**src/rtl/fpm_pkg.sv**
```systemverilog
package fpm_pkg;

  typedef enum logic [3:0] {
    S_IDLE,      // row closed, nothing open
    S_PRE,       // row strobe high, precharge before opening
    S_RCD,       // row strobe low, row address held
    S_COLSETUP,  // column address set up, column strobe still high
    S_CAS,       // column strobe low (read, write or rmw read half)
    S_TURN,      // rmw: output enable released, bus idle
    S_WR,        // rmw: write half
    S_CPRE,      // column strobe precharge
    S_OPEN,      // row open, waiting for a request
    S_CLOSE,     // row strobe high before going idle
    S_REF        // bus granted to the refresh scheduler
  } ctrl_state_e;

  // strobes from control to datapath
  typedef struct packed {
    logic latchReq;
    logic selCol;
    logic capture;
    logic driveDq;
  } dp_strobe_t;

endpackage

```
**src/rtl/fpm_ctrl_fsm.sv**
```systemverilog
module fpm_ctrl_fsm
  import fpm_pkg::*;
#(
  parameter int T_RP      = 6,
  parameter int T_RCD     = 4,
  parameter int T_CAS     = 3,
  parameter int T_CP      = 2,
  parameter int T_RAS_MAX = 2000
) (
  input  logic       clk,
  input  logic       rstN,
  input  logic       reqValid,
  output logic       reqReady,
  input  logic       rowHit,
  input  logic       isWrite,
  input  logic       isRmw,
  input  logic       refreshReq,
  output logic       refreshGrant,
  output dp_strobe_t dpStrb,
  output logic       rasN,
  output logic       casN,
  output logic       weN,
  output logic       oeN
);

  localparam int MAX_A   = (T_RP > T_RCD) ? T_RP : T_RCD;
  localparam int MAX_B   = (T_CAS > T_CP) ? T_CAS : T_CP;
  localparam int CNT_MAX = (MAX_A > MAX_B) ? MAX_A : MAX_B;
  localparam int CNT_W   = $clog2(CNT_MAX + 1);
  // worst-case row-low cycles added once a request is accepted in S_OPEN
  localparam int ACCESS_MAX = 2 * T_CAS + T_CP + 4;
  localparam int OPEN_LIMIT = T_RAS_MAX - ACCESS_MAX;
  localparam int RAS_W      = $clog2(T_RAS_MAX + 1);

  ctrl_state_e state, nextState;
  logic [CNT_W-1:0] cnt, nextCnt;
  logic [RAS_W-1:0] rasCnt;
  logic cntDone, rasLimit;

  assign cntDone  = (cnt == '0);
  assign rasLimit = (rasCnt >= RAS_W'(OPEN_LIMIT));

  always_comb begin
    reqReady = ((state == S_IDLE) && !refreshReq) ||
               ((state == S_OPEN) && !refreshReq && !rasLimit);
    nextState = state;
    nextCnt   = cntDone ? cnt : cnt - 1'b1;
    case (state)
      S_IDLE: begin
        if (refreshReq) nextState = S_REF;
        else if (reqValid) begin
          nextState = S_PRE;
          nextCnt   = CNT_W'(T_RP - 1);
        end
      end
      S_REF:  if (!refreshReq) nextState = S_IDLE;
      S_PRE: begin
        if (cntDone) begin
          nextState = S_RCD;
          nextCnt   = CNT_W'(T_RCD - 1);
        end
      end
      S_RCD:  if (cntDone) nextState = S_COLSETUP;
      S_COLSETUP: begin
        nextState = S_CAS;
        nextCnt   = CNT_W'(T_CAS - 1);
      end
      S_CAS: begin
        if (cntDone) begin
          if (isRmw) nextState = S_TURN;
          else begin
            nextState = S_CPRE;
            nextCnt   = CNT_W'(T_CP - 1);
          end
        end
      end
      S_TURN: begin
        nextState = S_WR;
        nextCnt   = CNT_W'(T_CAS - 1);
      end
      S_WR: begin
        if (cntDone) begin
          nextState = S_CPRE;
          nextCnt   = CNT_W'(T_CP - 1);
        end
      end
      S_CPRE: if (cntDone) nextState = S_OPEN;
      S_OPEN: begin
        if (refreshReq || rasLimit) begin
          nextState = S_CLOSE;
          nextCnt   = CNT_W'(T_RP - 1);
        end else if (reqValid) begin
          if (rowHit) nextState = S_COLSETUP;
          else begin
            nextState = S_PRE;
            nextCnt   = CNT_W'(T_RP - 1);
          end
        end
      end
      S_CLOSE: if (cntDone) nextState = S_IDLE;
      default: nextState = S_IDLE;
    endcase
  end

  // pin and datapath strobes decoded from the current state
  always_comb begin
    rasN = state inside {S_IDLE, S_PRE, S_CLOSE, S_REF};
    casN = !(state inside {S_CAS, S_TURN, S_WR});
    dpStrb.latchReq = reqReady && reqValid;
    dpStrb.selCol   = state inside {S_COLSETUP, S_CAS, S_TURN, S_WR, S_CPRE};
    dpStrb.driveDq  = ((state inside {S_COLSETUP, S_CAS}) && isWrite) ||
                      (state == S_WR);
    dpStrb.capture  = (state == S_CAS) && cntDone && !isWrite;
    weN             = !dpStrb.driveDq;
    oeN             = !((state == S_CAS) && !isWrite);
    refreshGrant    = (state == S_REF);
  end

  always_ff @(posedge clk or negedge rstN) begin
    if (!rstN) begin
      state  <= S_IDLE;
      cnt    <= '0;
      rasCnt <= '0;
    end else begin
      state <= nextState;
      cnt   <= nextCnt;
      if (rasN) rasCnt <= '0;
      else if (rasCnt < RAS_W'(T_RAS_MAX)) rasCnt <= rasCnt + 1'b1;
    end
  end

endmodule

```
**src/rtl/fpm_datapath.sv**
```systemverilog
module fpm_datapath
  import fpm_pkg::*;
#(
  parameter int ROW_W  = 11,
  parameter int COL_W  = 11,
  parameter int DATA_W = 4
) (
  input  logic                     clk,
  input  logic                     rstN,
  input  dp_strobe_t               dpStrb,
  input  logic [ROW_W+COL_W-1:0]   reqAddr,
  input  logic                     reqWrite,
  input  logic                     reqRmw,
  input  logic [DATA_W-1:0]        reqWdata,
  input  logic [DATA_W-1:0]        dqIn,
  output logic                     rowHit,
  output logic                     isWrite,
  output logic                     isRmw,
  output logic [((ROW_W > COL_W) ? ROW_W : COL_W)-1:0] memAddr,
  output logic [DATA_W-1:0]        dqOut,
  output logic                     dqDrive,
  output logic                     rdValid,
  output logic [DATA_W-1:0]        rdData
);

  localparam int ADDR_W = ROW_W + COL_W;
  localparam int PIN_W  = (ROW_W > COL_W) ? ROW_W : COL_W;

  logic [ROW_W-1:0]  rowReg;
  logic [COL_W-1:0]  colReg;
  logic [DATA_W-1:0] wdataReg;

  // the most recently accepted row is the open row whenever control is in S_OPEN
  assign rowHit  = (reqAddr[ADDR_W-1:COL_W] == rowReg);
  assign memAddr = dpStrb.selCol ? PIN_W'(colReg) : PIN_W'(rowReg);
  assign dqOut   = wdataReg;
  assign dqDrive = dpStrb.driveDq;

  always_ff @(posedge clk or negedge rstN) begin
    if (!rstN) begin
      rowReg   <= '0;
      colReg   <= '0;
      wdataReg <= '0;
      isWrite  <= 1'b0;
      isRmw    <= 1'b0;
      rdValid  <= 1'b0;
      rdData   <= '0;
    end else begin
      if (dpStrb.latchReq) begin
        rowReg   <= reqAddr[ADDR_W-1:COL_W];
        colReg   <= reqAddr[COL_W-1:0];
        wdataReg <= reqWdata;
        isWrite  <= reqWrite && !reqRmw;
        isRmw    <= reqRmw;
      end
      rdValid <= dpStrb.capture;
      if (dpStrb.capture) rdData <= dqIn;
    end
  end

endmodule

```
**src/rtl/fpm_dram_ctrl.sv**
```systemverilog
module fpm_dram_ctrl
  import fpm_pkg::*;
#(
  parameter int ROW_W     = 11,
  parameter int COL_W     = 11,
  parameter int DATA_W    = 4,
  parameter int T_RP      = 6,
  parameter int T_RCD     = 4,
  parameter int T_CAS     = 3,
  parameter int T_CP      = 2,
  parameter int T_RAS_MAX = 2000
) (
  input  logic                   clk,
  input  logic                   rstN,
  input  logic                   reqValid,
  output logic                   reqReady,
  input  logic [ROW_W+COL_W-1:0] reqAddr,
  input  logic                   reqWrite,
  input  logic                   reqRmw,
  input  logic [DATA_W-1:0]      reqWdata,
  output logic                   rdValid,
  output logic [DATA_W-1:0]      rdData,
  input  logic                   refreshReq,
  output logic                   refreshGrant,
  output logic [((ROW_W > COL_W) ? ROW_W : COL_W)-1:0] memAddr,
  output logic                   rowStrobeN,
  output logic                   colStrobeN,
  output logic                   writeEnN,
  output logic                   outEnN,
  output logic [DATA_W-1:0]      dqOut,
  output logic                   dqDrive,
  input  logic [DATA_W-1:0]      dqIn
);

  dp_strobe_t dpStrb;
  logic rowHit, isWrite, isRmw;

  fpm_ctrl_fsm #(
    .T_RP(T_RP), .T_RCD(T_RCD), .T_CAS(T_CAS), .T_CP(T_CP), .T_RAS_MAX(T_RAS_MAX)
  ) u_ctrl (
    .clk(clk), .rstN(rstN), .reqValid(reqValid), .reqReady(reqReady),
    .rowHit(rowHit), .isWrite(isWrite), .isRmw(isRmw),
    .refreshReq(refreshReq), .refreshGrant(refreshGrant), .dpStrb(dpStrb),
    .rasN(rowStrobeN), .casN(colStrobeN), .weN(writeEnN), .oeN(outEnN)
  );

  fpm_datapath #(
    .ROW_W(ROW_W), .COL_W(COL_W), .DATA_W(DATA_W)
  ) u_dp (
    .clk(clk), .rstN(rstN), .dpStrb(dpStrb), .reqAddr(reqAddr),
    .reqWrite(reqWrite), .reqRmw(reqRmw), .reqWdata(reqWdata), .dqIn(dqIn),
    .rowHit(rowHit), .isWrite(isWrite), .isRmw(isRmw), .memAddr(memAddr),
    .dqOut(dqOut), .dqDrive(dqDrive), .rdValid(rdValid), .rdData(rdData)
  );

endmodule

```
**config.mk**
```make
export PLATFORM = sky130hd
export DESIGN_NAME = fpm_dram_ctrl
export DESIGN_NICKNAME = d
export VERILOG_FILES = /design/src/rtl/fpm_pkg.sv /design/src/rtl/fpm_ctrl_fsm.sv /design/src/rtl/fpm_datapath.sv /design/src/rtl/fpm_dram_ctrl.sv
export SDC_FILE = /design/constraint.sdc
export NUM_CORES = 1
export LEC_CHECK = 0
export CAP_MARGIN = 30
export CORE_MARGIN = 2
export CORE_UTILIZATION = 31
export DETAILED_ROUTE_END_ITERATION = 6
export DONT_BUFFER_PORTS = 1
export HOLD_SLACK_MARGIN = 0.03
export SYNTH_ARGS = -nofsm -noshare
export SYNTH_HDL_FRONTEND = slang
export SYNTH_SLANG_ARGS = --single-unit
export TNS_END_PERCENT = 5
```
**constraint.sdc**
```tcl
create_clock -name clk -period 2.7 [get_ports clk]
set_clock_uncertainty 0.15 [all_clocks]
set_input_delay 0.135 -clock clk [delete_from_list [all_inputs] [get_ports clk]]
set_output_delay 0.135 -clock clk [all_outputs]
set_load 0.01 [all_outputs]
```
==> results.sh <==
export IMPL_status="finished clean"
export IMPL_finalNonFillerCells=403
export IMPL_start_util=0.3230
export IMPL_min_path_cells=4
export IMPL_setup_worst_path_class="reg -> out"
export IMPL_dp_hpwl_um=4152
export IMPL_rsz0062_at_grt="no"
export IMPL_path_cells="nand2_1 > a21oi_1 > buf_4 > mux2_2"
export IMPL_relSlewSlack=0.4197
export IMPL_gp_congestion=0.8372
export IMPL_highest_layer="met4"
export IMPL_worstHoldStart="refreshReq"
export IMPL_syn_nets=299
export IMPL_worstReg2RegStart="u_ctrl.state[0]"
export IMPL_hold_class="in -> reg"
export IMPL_worst_ep_required_time_ps=2410
export IMPL_yosysUniqueCellTypes=55
export IMPL_ir_drop_mv=0.4605
export IMPL_clkTransAtPathRegs_ps=90
export IMPL_clkSinkCount=51
export IMPL_met1_length_um=2818
export IMPL_vias=2082
export IMPL_antenna_left=0
export IMPL_path_buf_inv=1
export IMPL_start_kind="register"
export IMPL_critPathMaxStageDelay_ps=710
export IMPL_grt_pass1_wl_um=10610
export IMPL_grt_max_degree=52
export IMPL_p_leak_nw=1.452
export IMPL_design_portCount=63
export IMPL_power_density_nw_per_um2=1045
export IMPL_wl_met2_um=3082
export IMPL_overflow=0
export IMPL_tritoncts_num_buffers=5
export IMPL_rows=34
export IMPL_dieArea_um2=9956
export IMPL_antenna_found_initial=0
export IMPL_htreeDepth=2
export IMPL_final_core_util=0.3906
export IMPL_cts_tree="built"
export IMPL_setup_tns_ps=0
export IMPL_setup_violations=0
export IMPL_timing_final_ws_setup_ps=288.5
export IMPL_post_place_cells=360
export IMPL_finalMaxSlewViolations=0
export IMPL_port_buffers=0
export IMPL_synth_seq_area_share=0.4487
export IMPL_reg2reg_depth=5
export IMPL_ys_warn_count=0
export IMPL_cp_max_fo=18
export IMPL_worst_hold_path_endpoint="u_ctrl.cnt[0]"
export IMPL_finalInstanceArea_um2=3440
export IMPL_synth_avg_cell_area_um2=10.98
export IMPL_clockRootBuffer="clkbuf_8"
export IMPL_end_kind="output pin"
export IMPL_grt_total_usage=0.1333
export IMPL_nets=335
export IMPL_clock_path_buffers=2
export IMPL_synth_edf_count=0
export IMPL_syn2layout_area_growth_pct=20.94
export IMPL_die_width_um=99.78
export IMPL_coreArea_um2=8806
export IMPL_grt_pass1_vias=2136
export IMPL_clk_latency_ps=300
export IMPL_maxCapViolations=0
export IMPL_min_period_over_period=0.8931
export IMPL_met3_length_um=367
export IMPL_die_height_um=99.78
export IMPL_reg2reg_to="u_ctrl.state[0]"
export IMPL_min_period_ps=2411
export IMPL_crit_slowest_cell="dfrtp_1"
export IMPL_routed_wl_um=6356
export IMPL_netlist_instances=259
export IMPL_max_slew_worst_pin_slew_ps=867.3
export IMPL_routedWlPerCell_um=15.77
export IMPL_async_flop_share=1.000
export IMPL_firstDrtPassIters=4
export IMPL_p_total_mw=3.594
export IMPL_synthFlopType="dfrtp_1"
export IMPL_worstPathArrival_ps=2130
export IMPL_ys_seq_elements=51
export IMPL_drtIter0Drc=125
export IMPL_max_freq_mhz=414.7
export IMPL_placed_cell_area_um2=2959
export IMPL_antenna_cells=0
export IMPL_syn_area_um2=2844
export IMPL_critPathTopFamily="flip-flops"
export IMPL_r2r_setup_slack_ps=420
export IMPL_remaining_drc_errors=0
export IMPL_hold_viol=0
export IMPL_drive_gt1_frac=0.2102
export IMPL_hold_slack_ps=96.09
export IMPL_pre_cts_ws_ps=449.3
export IMPL_avgViaCountPerCell=5.166
==> what timing repair did <==
item | 4_1_cts | 5_1_grt
hold buffers | 36 | 0
gates resized for setup | 0 | 0
setup buffers | 0 | 0
hold endpoints to repair | 86 | 0
==> Yosys cell counts, types with 3 or more instances <==
cell type | instances | area (um2)
nor3_1 | 3 | 15.01
mux2i_1 | 3 | 30.03
nor2_1 | 23 | 86.33
clkbuf_1 | 7 | 26.28
nor2b_1 | 3 | 18.77
ha_1 | 4 | 50.05
mux2_4 | 8 | 120.1
xor2_1 | 7 | 61.31
nand2_1 | 8 | 30.03
mux2_2 | 35 | 394.1
nand2b_1 | 3 | 18.77
xnor2_1 | 15 | 131.4
inv_1 | 8 | 30.03
nand4_1 | 5 | 31.28
dfrtp_1 | 51 | 1276
o21ai_0 | 11 | 55.05
a31oi_1 | 3 | 18.77
a21oi_1 | 9 | 45.04
nand3_1 | 11 | 55.05
==> power by group <==
group / switching (mW) / internal (mW)
sequential: 0.344 / 1.07
clock: 0.249 / 0.272
combinational: 0.806 / 0.849
total: 1.40 / 2.20
==> worst register-to-register path, stage by stage (launching register included) <==
cell       delay (ps)
dfrtp_1           590
or4_1             650
a311o_1           350
nand3_1           160
a2111oi_0         100
a21o_1            180
==> cells in the final DEF (no fill, tap or decap), types with 4 or more instances in the layout <==
cell type       n
clkbuf_8        5
nor2_1         23
dlygate4sd3_1  35
buf_4           5
ha_1            4
nand4_1         5
o21ai_0        11
nand3_1        11
inv_1           8
xor2_1          7
dfrtp_1        51
mux2_2         35
mux2_4          8
a21oi_1         9
nand2_1         8
xnor2_1        15
==> layout make-up <==
class,instances,area [um2]
Sequential cell,51,1276
Tap cell,108,135.1
Multi-Input combinational cell,186,1456
Inverter,9,33.78
Fill cell,838,5366
Clock inverter,1,30.03
Timing Repair Buffer,42,435.4
Clock buffer,6,72.57
==> cell families (layout without fill, tap and decap cells) <==
family | count (synthesis) | in the layout | synth area share
buf+inv | 22 | 58 | 0.03916
simple gates | 70 | 70 | 0.1280
flops | 51 | 51 | 0.4487
xor+xnor | 22 | 22 | 0.06775
compound gates | 43 | 43 | 0.1038
mux | 46 | 46 | 0.1914
fa+ha+maj | 5 | 5 | 0.02112
==> flip-flops by register name, summed over array words and instances, names as in the netlist <==
name,count
u_dp.rdValid,1
u_dp.rowReg,11
u_dp.dqOut,4
u_ctrl.rasCnt,11
u_ctrl.state,4
u_dp.rdData,4
u_dp.isRmw,1
u_dp.isWrite,1
u_ctrl.cnt,3
u_dp.colReg,11
==> per-layer routing <==
layer | up-vias | global-route usage
met1 | 1005 | 0.1692
met3 | 7 | 0.03760
met4 | 0 | 0.04320
met5 | - | 0
li1 | 993 | -
met2 | 77 | 0.2204
==> how the worst max path moves through the flow <==
stage | start | to | slack, ps | cells after the start
6_report | u_ctrl.state[1] | memAddr[9] | 290 | 4
3_5_place_dp | u_ctrl.state[0] | u_ctrl.state[0] | 450 | 5
5_1_grt | u_ctrl.state[0] | memAddr[8] | 130 | 4
3_3_place_gp | u_ctrl.state[0] | u_ctrl.state[0] | 490 | 5
2_1_floorplan | u_ctrl.rasCnt[5] | u_dp.colReg[3] | 570 | 6
4_1_cts | u_ctrl.state[0] | memAddr[8] | 290 | 4
(Power assumes the default switching activity.)
